**src/rtl/bsr_chain.sv**
```systemverilog
module bsr_chain #(
  parameter int N_IN  = 4,
  parameter int N_OUT = 4
) (
  input  logic             clk,
  input  logic             rst_n,
  input  logic             scan_in,
  input  logic             shift_en,
  input  logic             capture_en,
  input  logic             update_en,
  input  logic [N_IN-1:0]  in_mode,
  input  logic [N_OUT-1:0] out_mode,
  input  logic [N_IN-1:0]  pin_in,
  input  logic [N_OUT-1:0] core_out,
  output logic             scan_out,
  output logic [N_IN-1:0]  core_in,
  output logic [N_OUT-1:0] pin_out
);
  localparam int L = N_IN + N_OUT;

  logic [L-1:0] cap_q;
  logic [L-1:0] upd_q;
  logic [L-1:0] par_d;

  assign par_d = {core_out, pin_in};

  always_ff @(posedge clk or negedge rst_n) begin
    if (!rst_n)
      cap_q <= '0;
    else if (shift_en)
      cap_q <= {cap_q[L-2:0], scan_in};
    else if (capture_en)
      cap_q <= par_d;
  end

  always_ff @(posedge clk or negedge rst_n) begin
    if (!rst_n)
      upd_q <= '0;
    else if (update_en)
      upd_q <= cap_q;
  end

  assign scan_out = cap_q[L-1];

  for (genvar i = 0; i < N_IN; i++) begin : g_in
    assign core_in[i] = in_mode[i] ? upd_q[i] : pin_in[i];
  end

  for (genvar j = 0; j < N_OUT; j++) begin : g_out
    assign pin_out[j] = out_mode[j] ? upd_q[N_IN+j] : core_out[j];
  end
endmodule

```
**config.mk**
```make
export PLATFORM = sky130hd
export DESIGN_NAME = bsr_chain
export DESIGN_NICKNAME = d
export VERILOG_FILES = /design/src/rtl/bsr_chain.sv
export SDC_FILE = /design/constraint.sdc
export NUM_CORES = 1
export LEC_CHECK = 0
export BUFFER_PORTS_ARGS = -buffer_cell sky130_fd_sc_hd__buf_2
export CAP_MARGIN = 20
export CORE_UTILIZATION = 53
export CTS_BUF_LIST = sky130_fd_sc_hd__clkbuf_4 sky130_fd_sc_hd__clkbuf_8
export DETAILED_ROUTE_END_ITERATION = 10
export PLACE_DENSITY = 0.86
export SETUP_SLACK_MARGIN = 0.05
export SYNTH_ARGS = -nofsm -noshare
export SYNTH_HDL_FRONTEND = slang
export SYNTH_SLANG_ARGS = --single-unit
```
**constraint.sdc**
```tcl
create_clock -name clk -period 1.11 [get_ports clk]
set_input_delay 0 -clock clk [delete_from_list [all_inputs] [get_ports clk]]
set_output_delay 0 -clock clk [all_outputs]
set_load 0.05 [all_outputs]
```
==> impl.org, run 1 <==
** Layout
- The repair_antennas step left the layout with diodes totalling 0.
- In the final layout, the share of cells above drive strength 1 is 0.5758.
- Final Net Count :: 123
- The finished cells cover 0.001142 mm2.
- Leaving out fill and tap cells, the most frequent cell in the layout is sky130_fd_sc_hd__buf_2.
- Top library cells by usage in the layout, fill and taps aside :: sky130_fd_sc_hd__buf_2, sky130_fd_sc_hd__mux2_4, sky130_fd_sc_hd__dfrtp_1
- Syn-to-layout area delta :: 43.78%

** Floorplan
- Die Span Y :: 40.72 um
- Initial cell density of the core :: 0.5885
- In this run the core area contains 13 standard-cell rows.
- Core footprint :: roughly 0.0014 mm2
- The die is 40.72 um wide.
- The die covers approximately 0.0017 mm2.
- During I/O placement, the number of pins put on the boundary was 31.

** Worst setup path
- The setup check on the worst reg-to-reg path leaves a slack of 0.07 ns.
- STA classifies the critical path startpoint as a flip-flop.
- Worst-path fanout max :: 2
- STA puts the critical path data required time at 1.11 ns.
- Type of the worst setup path :: reg2out
- STA classifies the critical path endpoint as an output port.
- STA puts the critical path data arrival time at 1.12 ns.

** Route
- In the routed design, unresolved DRC markers number 0.
- Routed vias/inst :: 5.333
- Initial DRT Pass Iterations :: 2
- After detailed routing, the average wire length per cell comes to 16.56 um.
- The count of nets left with antenna violations once routing finished came out at 0.
- Number of DRC violations after detailed-routing iteration 0 :: 4
- Routed via count :: 608
- Final wirelength :: 1888 um

** Outcome
- Result of the run :: finished, violations left
- The checks that failed: negative setup slack.

** Synthesis
- Distinct cell type count of the synthesized netlist :: 7
- The mapped netlist covers 794.5 um2.
- For this run, the register share of the synthesized area comes to 0.5039.
- Share of Yosys cell area claimed by the top area cell type :: 0.5039
- After technology mapping, the gate count stands at 59.
- The Yosys step of the flow raised 0 warnings.
- When the netlist entered floorplanning its net count stood at approximately 80.
- The synthesized design contains 16 register bits.
- By area the synthesized netlist is led by sky130_fd_sc_hd__dfrtp_1, sky130_fd_sc_hd__mux2_4, sky130_fd_sc_hd__mux2_2.
- A synthesized cell averages 13.47 um2.
- Of all cell types, the one taking the most synthesized area is sky130_fd_sc_hd__dfrtp_1.

** Job
- Total of max-cap violations :: 0

** Global route
- Antenna violations before repair :: 0
- Wire length of the first global-routing pass :: approximately 2400 um
- Entering global routing, the biggest net connects 17 pins.
- The via count of the first global-routing pass is roughly 610.
- In the global route stage, met1 resource usage came out at 0.2702.
- In the global route stage, met2 resource usage came out at 0.4167.
- In the global route stage, met3 resource usage came out at 0.03804.
- Total grt overflow :: 0
- met2 is the most crowded layer.
- Total routing resource utilization after global routing :: 0.2324

** STA
- Final period demand of the worst path :: 1.117 ns
- Static timing analysis puts the maximum clock frequency at between 800 and 900 MHz.
- At the pin with the least slew margin, the transition time is roughly 0.36 ns.
- Headroom to the max-slew limit came out at 0.7632.
- Setup violations remaining at the end of the flow were counted as 1.
- The number of endpoints with negative hold slack in the final report came to 0.
- Final max-slew violation count :: 0
- RSZ-0062 raised after global routing :: true
- Clock skew :: 0.0008129 ns
- After layout, the worst setup slack is -0.006691 ns.
- Post-route clock period utilization :: 1.006

** Place
- RePlAce Congestion :: 0.6747
- Summing all placed instances gives a cell area of around 930 um2.
- Count of input and output buffers :: 30
- Detailed placement ended at an HPWL of 1006 um.
- Post-placement worst setup slack :: 0.2831 ns

** Clocking
- TritonCTS built the clock tree.
- TritonCTS created 3 clock buffers.
- Clock root cell :: sky130_fd_sc_hd__clkbuf_4
- Clock-pin slew was measured on the worst setup and hold paths at around 0.09 ns.
- CTS built an H-tree with a depth of 1.
- Clock latency at the later pin of the worst-skew pair :: ~0.27 ns
- The clock passes through at most 2 buffers.
- Clock tree synthesis found a total of 16 sinks.

** Power
- Sequential share of power :: 0.431
- Share of power burned in the clock network :: 0.174
- Net Sw Frac :: 0.3215
- Reported net switching power :: 541.0 uW
- Power density normalized to cell area :: 1473 mW/mm2
- In this run the static leakage power is 0.0006095 uW.
- Highest ir drop seen on vdd :: 0.8961 mV
- Design internal power :: between 1000 and 1500 uW
- Part of the power in combinational logic :: 0.395

** Hold path
- The worst hold path belongs to the class in2reg.
-- final timing paths --
check | cells past startpoint | startpoint | to
worst max-delay path | 2 | upd_q[0] | core_in[0]
worst min-delay path | 3 | pin_in[2] | cap_q[2]
worst max register to register | 3 | upd_q[0] | upd_q[0]
worst min register to register | 2 | cap_q[5] | cap_q[6]
max in group asynchronous | 2 | rst_n | upd_q[1]
min in group asynchronous | 2 | rst_n | upd_q[6]
-- flip-flops by register name, indices dropped and copies added (netlist names) --
name and flops:
cap_q 8, upd_q 8
-- Yosys cell counts --
cell / count
sky130_fd_sc_hd__mux2_4: 8
sky130_fd_sc_hd__nand2_1: 8
sky130_fd_sc_hd__buf_6: 3
sky130_fd_sc_hd__mux2i_1: 8
sky130_fd_sc_hd__mux2_2: 8
sky130_fd_sc_hd__dfrtp_1: 16
sky130_fd_sc_hd__o21ai_1: 8
-- per-layer routing --
| metal | wire length (um) | up-vias |
|---|---|---|
| li1 | - | 288 |
| met1 | 773 | 304 |
| met2 | 1057 | 16 |
| met3 | 57 | 0 |
| met4 | 0 | 0 |
| met5 | 0 | - |
-- area by class of cell --
class                   instances  area, um2
flip-flops and latches         16      400.4
well taps                      15      18.77
repair buffers                 40      310.3
multi-input cells              40      390.4
clock buffers                   3      22.52
fillers                        76      207.7
-- power groups by stage --
stage	Sequential, uW	Clock [uW]	Combinational, uW
2_1_floorplan	731	0	338
3_3_place_gp	724	0	444
3_5_place_dp	729	0	453
4_1_cts	717	304	613
5_1_grt	736	320	700
6_report	726	292	665
-- critical path, stage by stage (launching register included) --
cell,delay [ns]
sky130_fd_sc_hd__dfrtp_1,0.41
sky130_fd_sc_hd__mux2_4,0.28
sky130_fd_sc_hd__buf_8,0.15
-- stage by stage --
step	utilization	power (uW)	hold WS [ns]	cells	setup TNS, ns
2_1_floorplan	-	1070	-0.2956	59	0
3_3_place_gp	0.6886	1168	-0.06909	101	0
3_5_place_dp	0.6886	1183	-0.07160	101	0
4_1_cts	0.8184	1634	0.003297	110	0
5_1_grt	0.8462	1757	0.03626	114	-0.1500
6_report	0.8462	1682	0.01267	114	-0.006691
-- kinds of logic (layout without fill, tap and decap cells) --
family,Yosys count,in the layout,synth area share
AND/OR/NAND/NOR,8,8,0.03780
AO/OA/AOI/OAI,8,8,0.05040
multiplexers,24,24,0.3654
flip-flops,16,16,0.5039
buffers and inverters,3,43,0.04252
-- timing repair --
action,CTS,global route
hold buffers,2,0
endpoints found under the setup margin,8,8
endpoints found under the hold margin,17,0
buffers inserted,4,4
gates resized for setup,30,2
cloned,0,0
Power figures use the tool's default switching activity.
==> run 2, diff against run 1 <==
==> constraint.sdc (replaced) <==
create_clock -name clk -period 1.4 [get_ports clk]
set_input_delay 0 -clock clk [delete_from_list [all_inputs] [get_ports clk]]
set_output_delay 0 -clock clk [all_outputs]
set_load 0.005 [all_outputs]
==> run 2 against run 1 <==
The run now ends clean. Utilization down 13 points. Count of clock-buffer cells in the layout unchanged. Critical endpoint is now core_in[3]. Global-route usage down 2.2 points. First-iteration DRC count up 50%. Power down 38%. Critical path type unchanged.
==> impl.org, run 2 (synthesized netlist as in run 1, its figures left out) <==
** Route
- Routed vias/inst :: 5.462 (was 5.333)
- Antenna-violating nets left :: 0 (unchanged)
- Initial DRT Pass Iterations :: 4 (was 2)
- Routed length per placed instance :: 13.92 um (was 16.56 um)
- The total detailed-routing wirelength was 1476 um (was 1888 um).
- The detailed-route DRC error count is 0 (unchanged).
- Number of DRC violations after detailed-routing iteration 0 :: 6 (was 4)
- The total vias in the final route is 579 (was 608).

** Clocking
- Deepest clock path buffer count :: 2 (unchanged)
- The source-to-sink clock delay at the later pin of the worst-skew pair came to 0.28 ns (was 0.27 ns).
- H-Tree Level Count :: 1 (unchanged)
- The clock input transition at the sequential cells of the worst setup and hold paths was 0.08 ns (was 0.09 ns).
- The clock tree from TritonCTS is built (unchanged).
- The root buffer selected by CTS is sky130_fd_sc_hd__clkbuf_4 (unchanged).
- The TritonCTS buffer count was 3 (unchanged).
- Clock sink total :: 16 (unchanged)
- The number of resized instances in the post-cts repair step was 0 (was 30).
- The number of setup buffers added after CTS was 0 (was 4).

** Worst setup path
- Signal arrival time at the worst endpoint :: 1.07 ns (was 1.12 ns)
- Critical path buffers and inverters :: 1 (unchanged)
- Data required time of the worst path :: 1.40 ns (was 1.11 ns)
- Sort of element at the start of the critical path :: flip-flop (unchanged)
- The endpoint of the worst-slack reg-to-reg timing path is upd_q[3] (was upd_q[0]).
- The worst reg2reg path startpoint was cap_q[3] (was upd_q[0]).
- The setup slack of the worst register-to-register path came to 0.62 ns (was 0.07 ns).
- Endpoint kind of the worst setup timing path :: output port (unchanged)
- Worst-path fanout max :: 2 (unchanged)
- Cell chain of the critical path: mux2_2 > buf_2 (was mux2_4 > buf_8).
- The worst-case reg-to-reg path depth is 1 (was 3).
- Slowest-stage cell, CP :: sky130_fd_sc_hd__dfrtp_1 (unchanged)
- Crit-path max cell delay :: 0.40 ns (was 0.41 ns)
- Type of the worst setup path :: reg2out (unchanged)
- The kind of cell adding the most delay to the critical path is flip-flops (unchanged).

** Global route
- Total grt overflow :: 0 (unchanged)
- The global routing usage summed across all routing layers is 0.2102 (was 0.2324).
- The first-pass GRT wire length came to 2180 um (was 2442 um).
- The via count of the first global-routing pass came to 532 (was 614).
- Antenna violations before repair :: 0 (unchanged)
- The maximum number of pins on one net before global-route repair was 17 (unchanged).

** Layout
- Top library cells by usage in the layout, fill and taps aside :: sky130_fd_sc_hd__buf_2, sky130_fd_sc_hd__dfrtp_1 (was sky130_fd_sc_hd__buf_2, sky130_fd_sc_hd__mux2_4, sky130_fd_sc_hd__dfrtp_1)
- The fill cell instance count of the final layout is 101 (was 76).
- Biggest regs :: cap_q x8, upd_q x8 (unchanged)
- Area of all sequential standard cells :: 400.4 um2 (unchanged)
- Final Non-Filler Cells :: 106 (was 114)
- The combined area of the multi-input logic cells is 360.3 um2 (was 390.4 um2).
- The fraction of layout instances using a drive strength above 1 came to 0.5385 (was 0.5758).
- Number of diodes added for antenna fixing :: 0 (unchanged)
- The commonest non-fill, non-tap cell in the layout is sky130_fd_sc_hd__buf_2 (unchanged).
- The relative area change from synthesis to final layout is 22.36% (was 43.78%).
- The number of nets in the layout came to 115 (was 123).

** Hold path
- Hold/Removal Path Class :: in2reg (unchanged)
- Worst min-delay path startpoint :: core_out[0] (was pin_in[2])
- The cell depth of the worst hold path came to 3 (unchanged).
- Endpoint of the worst hold-timing path :: cap_q[4] (was cap_q[2])

** Floorplan
- Ports placed on the boundary :: 31 (unchanged)
- Total die area :: 0.001658 mm2 (unchanged)
- Initial cell density of the core :: 0.5885 (unchanged)
- The die span in x is 40.72 um (unchanged).
- The number of standard-cell rows in the floorplan is 13 (unchanged).
- Core footprint :: 0.001350 mm2 (unchanged)
- Die Span Y :: 40.72 um (unchanged)

** Power
- Highest ir drop seen on vdd :: 0.6766 mV (was 0.8961 mV)
- Power density normalized to cell area :: 1071 mW/mm2 (was 1473 mW/mm2)
- Standby leakage power :: 0.0005112 uW (was 0.0006095 uW)

** STA
- Post-route clock period utilization :: 0.7665
- Clock skew :: 0.001883 ns (was 0.0008129 ns)
- The normalized max-slew margin was 0.7686 (was 0.7632).
- Final max-slew violation count :: 0 (unchanged)
- Achievable clock frequency :: 931.9 MHz
- The transition time of the tightest slew-check pin was 0.3470 ns (was 0.3552 ns).
- The worst hold margin was 0.004478 ns (was 0.01267 ns).
- RSZ-0062 raised after global routing :: false (was true)
- Fin Setup TNS :: 0 ns (was -0.006691 ns)
- The worst path needs 1.073 ns of the cycle, external delays included.
- Hold violation count in the final report :: 0 (unchanged)
- Total of endpoints with negative setup slack in the final report :: 0 (was 1)

** Job
- Total of max-cap violations :: 0 (unchanged)

** Place
- Placed Instances :: 101 (unchanged)
- RePlAce Congestion :: 0.6534 (was 0.6747)
- Count of input and output buffers :: 30 (unchanged)
- The post-DP HPWL came to 1084 um (was 1006 um).

** Outcome
- Result of the run :: finished clean (was finished, violations left)
run 2: cell count changes in the layout (fill, tap and decap cells not counted):
cell / before / now
sky130_fd_sc_hd__buf_2: 22 / 30
sky130_fd_sc_hd__buf_4: 8 / 0
sky130_fd_sc_hd__buf_8: 8 / 0
sky130_fd_sc_hd__mux2_2: 0 / 8
sky130_fd_sc_hd__mux2_4: 16 / 8
run 2: per-stage QoR:
step                      cell area, um2  total power [uW]  worst slack [ns]  utilization
final                              972.2              1041            0.3269       0.7201
after CTS                          972.2              1053            0.3326       0.7201
after floorplan                    794.5             722.7            0.6469            -
after global routing               972.2              1101            0.2942       0.7201
after detailed placement           929.6             816.8            0.6338       0.6886
after global placement             929.6             802.1            0.6405       0.6886
run 2: final cells by class:
type                            count  area share
Sequential cell                    16      0.4118
Multi-Input combinational cell     40      0.3707
Timing Repair Buffer               32      0.1750
Clock buffer                        3     0.02317
Tap cell                           15     0.01931
run 2: how the worst max path moves through the flow:
stage	slack (ns)	from	cells after the start	to
after floorplan	0.65	cap_q[7]	1	upd_q[7]
after global routing	0.29	upd_q[3]	2	core_in[3]
after CTS	0.33	upd_q[7]	2	pin_out[3]
after detailed placement	0.63	cap_q[2]	1	upd_q[2]
after global placement	0.64	cap_q[1]	1	upd_q[1]
final	0.33	upd_q[3]	2	core_in[3]
run 2: repair_timing:
action	in CTS	in global routing
hold buffers	2	0
hold endpoints to repair	17	0
endpoints found under the setup margin	0	0
run 2: report_power, final:
group	leakage, uW	total, uW	switching, uW	internal [uW]
registers	0.000198	572	43.8	528
clock network	0.0000138	231	132	99.8
logic	0.000300	238	87.6	150
total	0.000511	1040	263	778
run 2: tightest hold or removal path, stage by stage:
cell and delay [ns]:
sky130_fd_sc_hd__buf_2 0.09, sky130_fd_sc_hd__mux2i_1 0.06, sky130_fd_sc_hd__o21ai_1 0.10
run 2: layer usage:
layer | GRT usage | vias up | routed length (um)
li1 | - | 273 | -
met1 | 0.2448 | 279 | 630
met2 | 0.3611 | 22 | 735
met3 | 0.04891 | 5 | 84
met4 | 0.1000 | 0 | 25
met5 | 0 | - | 0
==> run 3, diff against run 2 <==
--- a/config.mk
+++ b/config.mk
@@ -5,12 +5,14 @@
 export SDC_FILE = /design/constraint.sdc
 export NUM_CORES = 1
 export LEC_CHECK = 0
+export ABC_AREA = 1
 export BUFFER_PORTS_ARGS = -buffer_cell sky130_fd_sc_hd__buf_2
 export CAP_MARGIN = 20
-export CORE_UTILIZATION = 53
+export CORE_ASPECT_RATIO = 1.25
+export CORE_UTILIZATION = 44
 export CTS_BUF_LIST = sky130_fd_sc_hd__clkbuf_4 sky130_fd_sc_hd__clkbuf_8
 export DETAILED_ROUTE_END_ITERATION = 10
-export PLACE_DENSITY = 0.86
+export PLACE_DENSITY = 0.76
 export SETUP_SLACK_MARGIN = 0.05
 export SYNTH_ARGS = -nofsm -noshare
 export SYNTH_HDL_FRONTEND = slang
==> constraint.sdc (replaced) <==
create_clock -name clk -period 0.95 [get_ports clk]
set_input_delay 0 -clock clk [delete_from_list [all_inputs] [get_ports clk]]
set_output_delay 0 -clock clk [all_outputs]
set_load 0.005 [all_outputs]
==> run 3 against run 2 <==
Cell count grew 52%. Synthesized cell count grew 78%. Final area grew 10%. Flip-flop and latch count is the same. Critical path type unchanged. Combinational power grew 49%. Clock power grew 97%. Utilization shrank 6.0 points. Critical path depth grew 1. Worst hold slack gained 0.0096 ns.
==> impl.org, run 3 <==
** Outcome
- Result of the run: finished clean (unchanged).

** Route
- The detailed-route DRC error count was 0 (unchanged).
- The total detailed-routing wirelength is 1751 um (was 1476 um).
- Antenna-violating nets left :: 0 (unchanged)
- The total vias in the final route is 776 (was 579).
- The number of search-and-repair iterations in the first detailed-routing pass was 4 (unchanged).
- The detail-routed net length per standard cell is 10.88 um (was 13.92 um).
- The per-cell via count in the routed design is 4.820 (was 5.462).
- Number of DRC violations after detailed-routing iteration 0 :: 9 (was 6)

** STA
- Final period demand of the worst path :: 0.9027 ns
- The summed negative setup slack over all endpoints came to 0 ns (unchanged).
- Clock skew :: 0.0008583 ns (was 0.001883 ns)
- Remaining max-slew budget at the tightest pin :: 0.7632 (was 0.7686)
- The number of endpoints with negative hold slack in the final report came to 0 (unchanged).
- Achievable clock frequency :: about 1100 MHz
- Of the available clock period, the critical path in the final layout requires 0.9502.
- The transition time of the tightest slew-check pin is 0.3553 ns (was 0.3470 ns).
- Final setup slack of the worst path :: 0.04729 ns (was 0.3269 ns)
- The worst hold margin is 0.01404 ns (was 0.004478 ns).
- RSZ-0062 raised after global routing :: true (was false)
- Final max-slew violation count :: 0 (unchanged)
- The number of setup violations in the final report came to 0 (unchanged).

** Synthesis
- Combined area of all synthesized cells :: 792.0 um2 (was 794.5 um2)
- Leading cell type by number of instances after synthesis :: sky130_fd_sc_hd__nand2_1 (was sky130_fd_sc_hd__dfrtp_1)
- Post-synthesis area per instance :: 7.543 um2 (was 13.47 um2)
- Share of Yosys cell area claimed by the top area cell type :: 0.5055 (was 0.5039)
- The async set or reset register ratio after synthesis is 1.000 (unchanged).
- Distinct cell type count of the synthesized netlist :: 11 (was 7)
- FF+latch count, synth :: 16 (unchanged)
- The cell count after synthesis is 105 (was 59).
- The largest area contributor in the netlist is sky130_fd_sc_hd__dfrtp_1 (unchanged).
- The synthesized netlist net count was 127 (was 81).
- The number of flops mapped to enable cells by yosys was 0 (unchanged).
- Synth top cells by count :: sky130_fd_sc_hd__nand2_1, sky130_fd_sc_hd__dfrtp_1
- The yosys synthesis warning count came to 0 (unchanged).
- Top area cells in the synthesized netlist :: sky130_fd_sc_hd__dfrtp_1, sky130_fd_sc_hd__nand2_1, sky130_fd_sc_hd__a21oi_1 (was sky130_fd_sc_hd__dfrtp_1, sky130_fd_sc_hd__mux2_4, sky130_fd_sc_hd__mux2_2)
- The top flip-flop cell by instance count after synthesis was sky130_fd_sc_hd__dfrtp_1 (unchanged).
- Portion of the post-synthesis area used by sequential elements :: 0.5055 (was 0.5039)

** Power
- The peak ir drop on the vdd network is 1.084 mV (was 0.6766 mV).
- The power density of the placed cells was 1519 mW/mm2 (was 1071 mW/mm2).
- The overall power after layout came to 1625 uW (was 1041 uW).
- The leakage power of the design was 0.0005825 uW (was 0.0005112 uW).

** Layout
- Syn-to-layout area delta :: 35.07% (was 22.36%)
- The commonest non-fill, non-tap cell in the layout was sky130_fd_sc_hd__nand2_1 (was sky130_fd_sc_hd__buf_2).
- Final Net Count :: 166 (was 115)
- Layout cells sized above 1 :: 0.3776 (was 0.5385)
- Top library cells by usage in the layout, fill and taps aside :: sky130_fd_sc_hd__nand2_1, sky130_fd_sc_hd__buf_2, sky130_fd_sc_hd__dfrtp_1 (was sky130_fd_sc_hd__buf_2, sky130_fd_sc_hd__dfrtp_1)
- Cell area after layout :: 0.001070 mm2 (was 972.2 um2)
- The flip-flop and latch area is 400.4 um2 (unchanged).
- The combined area of the multi-input logic cells came to 360.3 um2 (unchanged).
- The fill cell instance count of the final layout was 154 (was 101).
- The number of diodes added for antenna fixing was 0 (unchanged).
- Biggest regs :: cap_q x8, upd_q x8 (unchanged)

** Place
- Post-placement worst setup slack :: 0.2307 ns (was 0.6338 ns)
- Dpl hpwl :: 1208 um (was 1084 um)
- The port buffer count is 30 (unchanged).
- RePlAce Congestion :: 0.8098 (was 0.6534)
- Instance area at placement :: 945.9 um2 (was 929.6 um2)

** Worst setup path
- The delay of the slowest cell on the worst path is 0.35 ns (was 0.40 ns).
- Slowest-stage cell, CP :: sky130_fd_sc_hd__dfrtp_1 (unchanged)
- The kind of cell adding the most delay to the critical path was flip-flops (unchanged).
- The kind of end point of the critical path was an output port (unchanged).
- The path length in cells of the critical path is 3 (was 2).
- The worst-case reg-to-reg path depth was 4 (was 1).
- Worst-path fanout max :: 2 (unchanged)
- The kind of critical path is reg2out (unchanged).
- The signal arrival time at the worst endpoint came to 0.90 ns (was 1.07 ns).
- Sort of element at the start of the critical path :: flip-flop (unchanged)
- The endpoint of the worst-slack reg-to-reg timing path is cap_q[4] (was upd_q[3]).
- Cell chain of the critical path: inv_2 > a21oi_2 > buf_2 (was mux2_2 > buf_2).
- The worst reg2reg path startpoint is cap_q[3] (unchanged).
- The setup slack of the worst register-to-register path came to 0.21 ns (was 0.62 ns).
- Data required time of the worst path :: 0.95 ns (was 1.40 ns)
- Critical path buffers and inverters :: 2 (was 1)

** Hold path
- The startpoint of the most critical hold path is pin_in[3] (was core_out[0]).
- The worst hold path class is in2reg (unchanged).
- The cell depth of the worst hold path was 5 (was 3).
- The destination of the worst hold path is cap_q[3] (was cap_q[4]).

** Clocking
- Total clock buffers created by CTS :: 3 (unchanged)
- Deepest clock path buffer count :: 2 (unchanged)
- The root buffer selected by CTS was sky130_fd_sc_hd__clkbuf_4 (unchanged).
- The CTS sink count was 16 (unchanged).
- Clock latency at the later pin of the worst-skew pair :: 0.29 ns (was 0.28 ns)
- CTS tree :: built (unchanged)
- Clock slew at reported path FFs :: 0.09 ns (was 0.08 ns)
- The H-tree depth came to 1 (unchanged).

** Floorplan
- The die span in x was 39.95 um (was 40.72 um).
- Total die area :: 0.001975 mm2 (was 0.001658 mm2)
- The vertical die dimension came to 49.44 um (was 40.72 um).
- The number of standard-cell rows in the floorplan is 16 (was 13).
- Core footprint :: 0.001622 mm2 (was 0.001350 mm2)
- Initial cell density of the core :: 0.4884 (was 0.5885)
- Ports placed on the boundary :: 31 (unchanged)

** Global route
- The first-pass GRT wire length was 2849 um (was 2180 um).
- The final global-route overflow total is 0 (unchanged).
- The global routing usage summed across all routing layers was 0.2101 (was 0.2102).
- Vias in the first global route :: 713 (was 532)
- Antenna violations before repair :: 0 (unchanged)
- Pin count of the biggest net entering global routing :: 17 (unchanged)

** Job
- The number of violations of the max-capacitance limit is 0 (unchanged).
-- run 3: worst max path at each step --
stage              from         end
2_1_floorplan  cap_q[0]    cap_q[1]
3_3_place_gp   cap_q[0]    cap_q[1]
3_5_place_dp   cap_q[4]    cap_q[5]
4_1_cts        upd_q[6]  pin_out[2]
5_1_grt        upd_q[7]  pin_out[3]
6_report       upd_q[6]  pin_out[2]
-- run 3: logic make-up (layout without fill, tap and decap cells) --
family / Yosys count / count (layout) / share of synthesized area
and+or+nand+nor: 61 / 61 / 0.3160
AOI/OAI and AO/OA: 16 / 16 / 0.1011
DFF: 16 / 16 / 0.5055
buffers and inverters: 12 / 50 / 0.07741
-- run 3: layout make-up --
class	instances	share of cell area
repair buffers	36	0.1942
multi-input cells	77	0.3368
inverters	10	0.03977
well taps	18	0.02105
clock buffers	4	0.03392
flip-flops and latches	16	0.3743
-- run 3: power by group --
group          leakage, uW  switching (uW)  internal (uW)
Combinational     0.000361             191            163
Sequential        0.000200            53.4            764
Clock            0.0000210             220            233
-- run 3: through the flow --
step / cells / util
finish: 161 / 0.6597
CTS: 161 / 0.6435
global placement: 151 / 0.5833
detailed placement: 151 / 0.5833
floorplan: 105 / -
global route: 161 / 0.6597
-- run 3: worst reg2reg max path, stage by stage, from the launching register on --
cell and delay, ns:
sky130_fd_sc_hd__dfrtp_1 0.42, sky130_fd_sc_hd__nand2_1 0.08, sky130_fd_sc_hd__nand2_1 0.05, sky130_fd_sc_hd__nand2_1 0.05
sky130_fd_sc_hd__nand2_1 0.05
-- run 3: routing by layer --
metal / GRT usage / vias up / routed length [um] / part of all wire
li1: - / 406 / - / -
met1: 0.2657 / 345 / 788 / 0.45
met2: 0.3253 / 21 / 853 / 0.49
met3: 0.02740 / 4 / 70 / 0.040
met4: 0.1207 / 0 / 38 / 0.022
met5: 0 / - / 0 / 0
-- run 3: timing repair --
item	4_1_cts	5_1_grt
buffers inserted	1	0
gates resized for setup	2	14
hold endpoints to repair	19	0
hold buffers	5	0
setup endpoints to repair	8	8
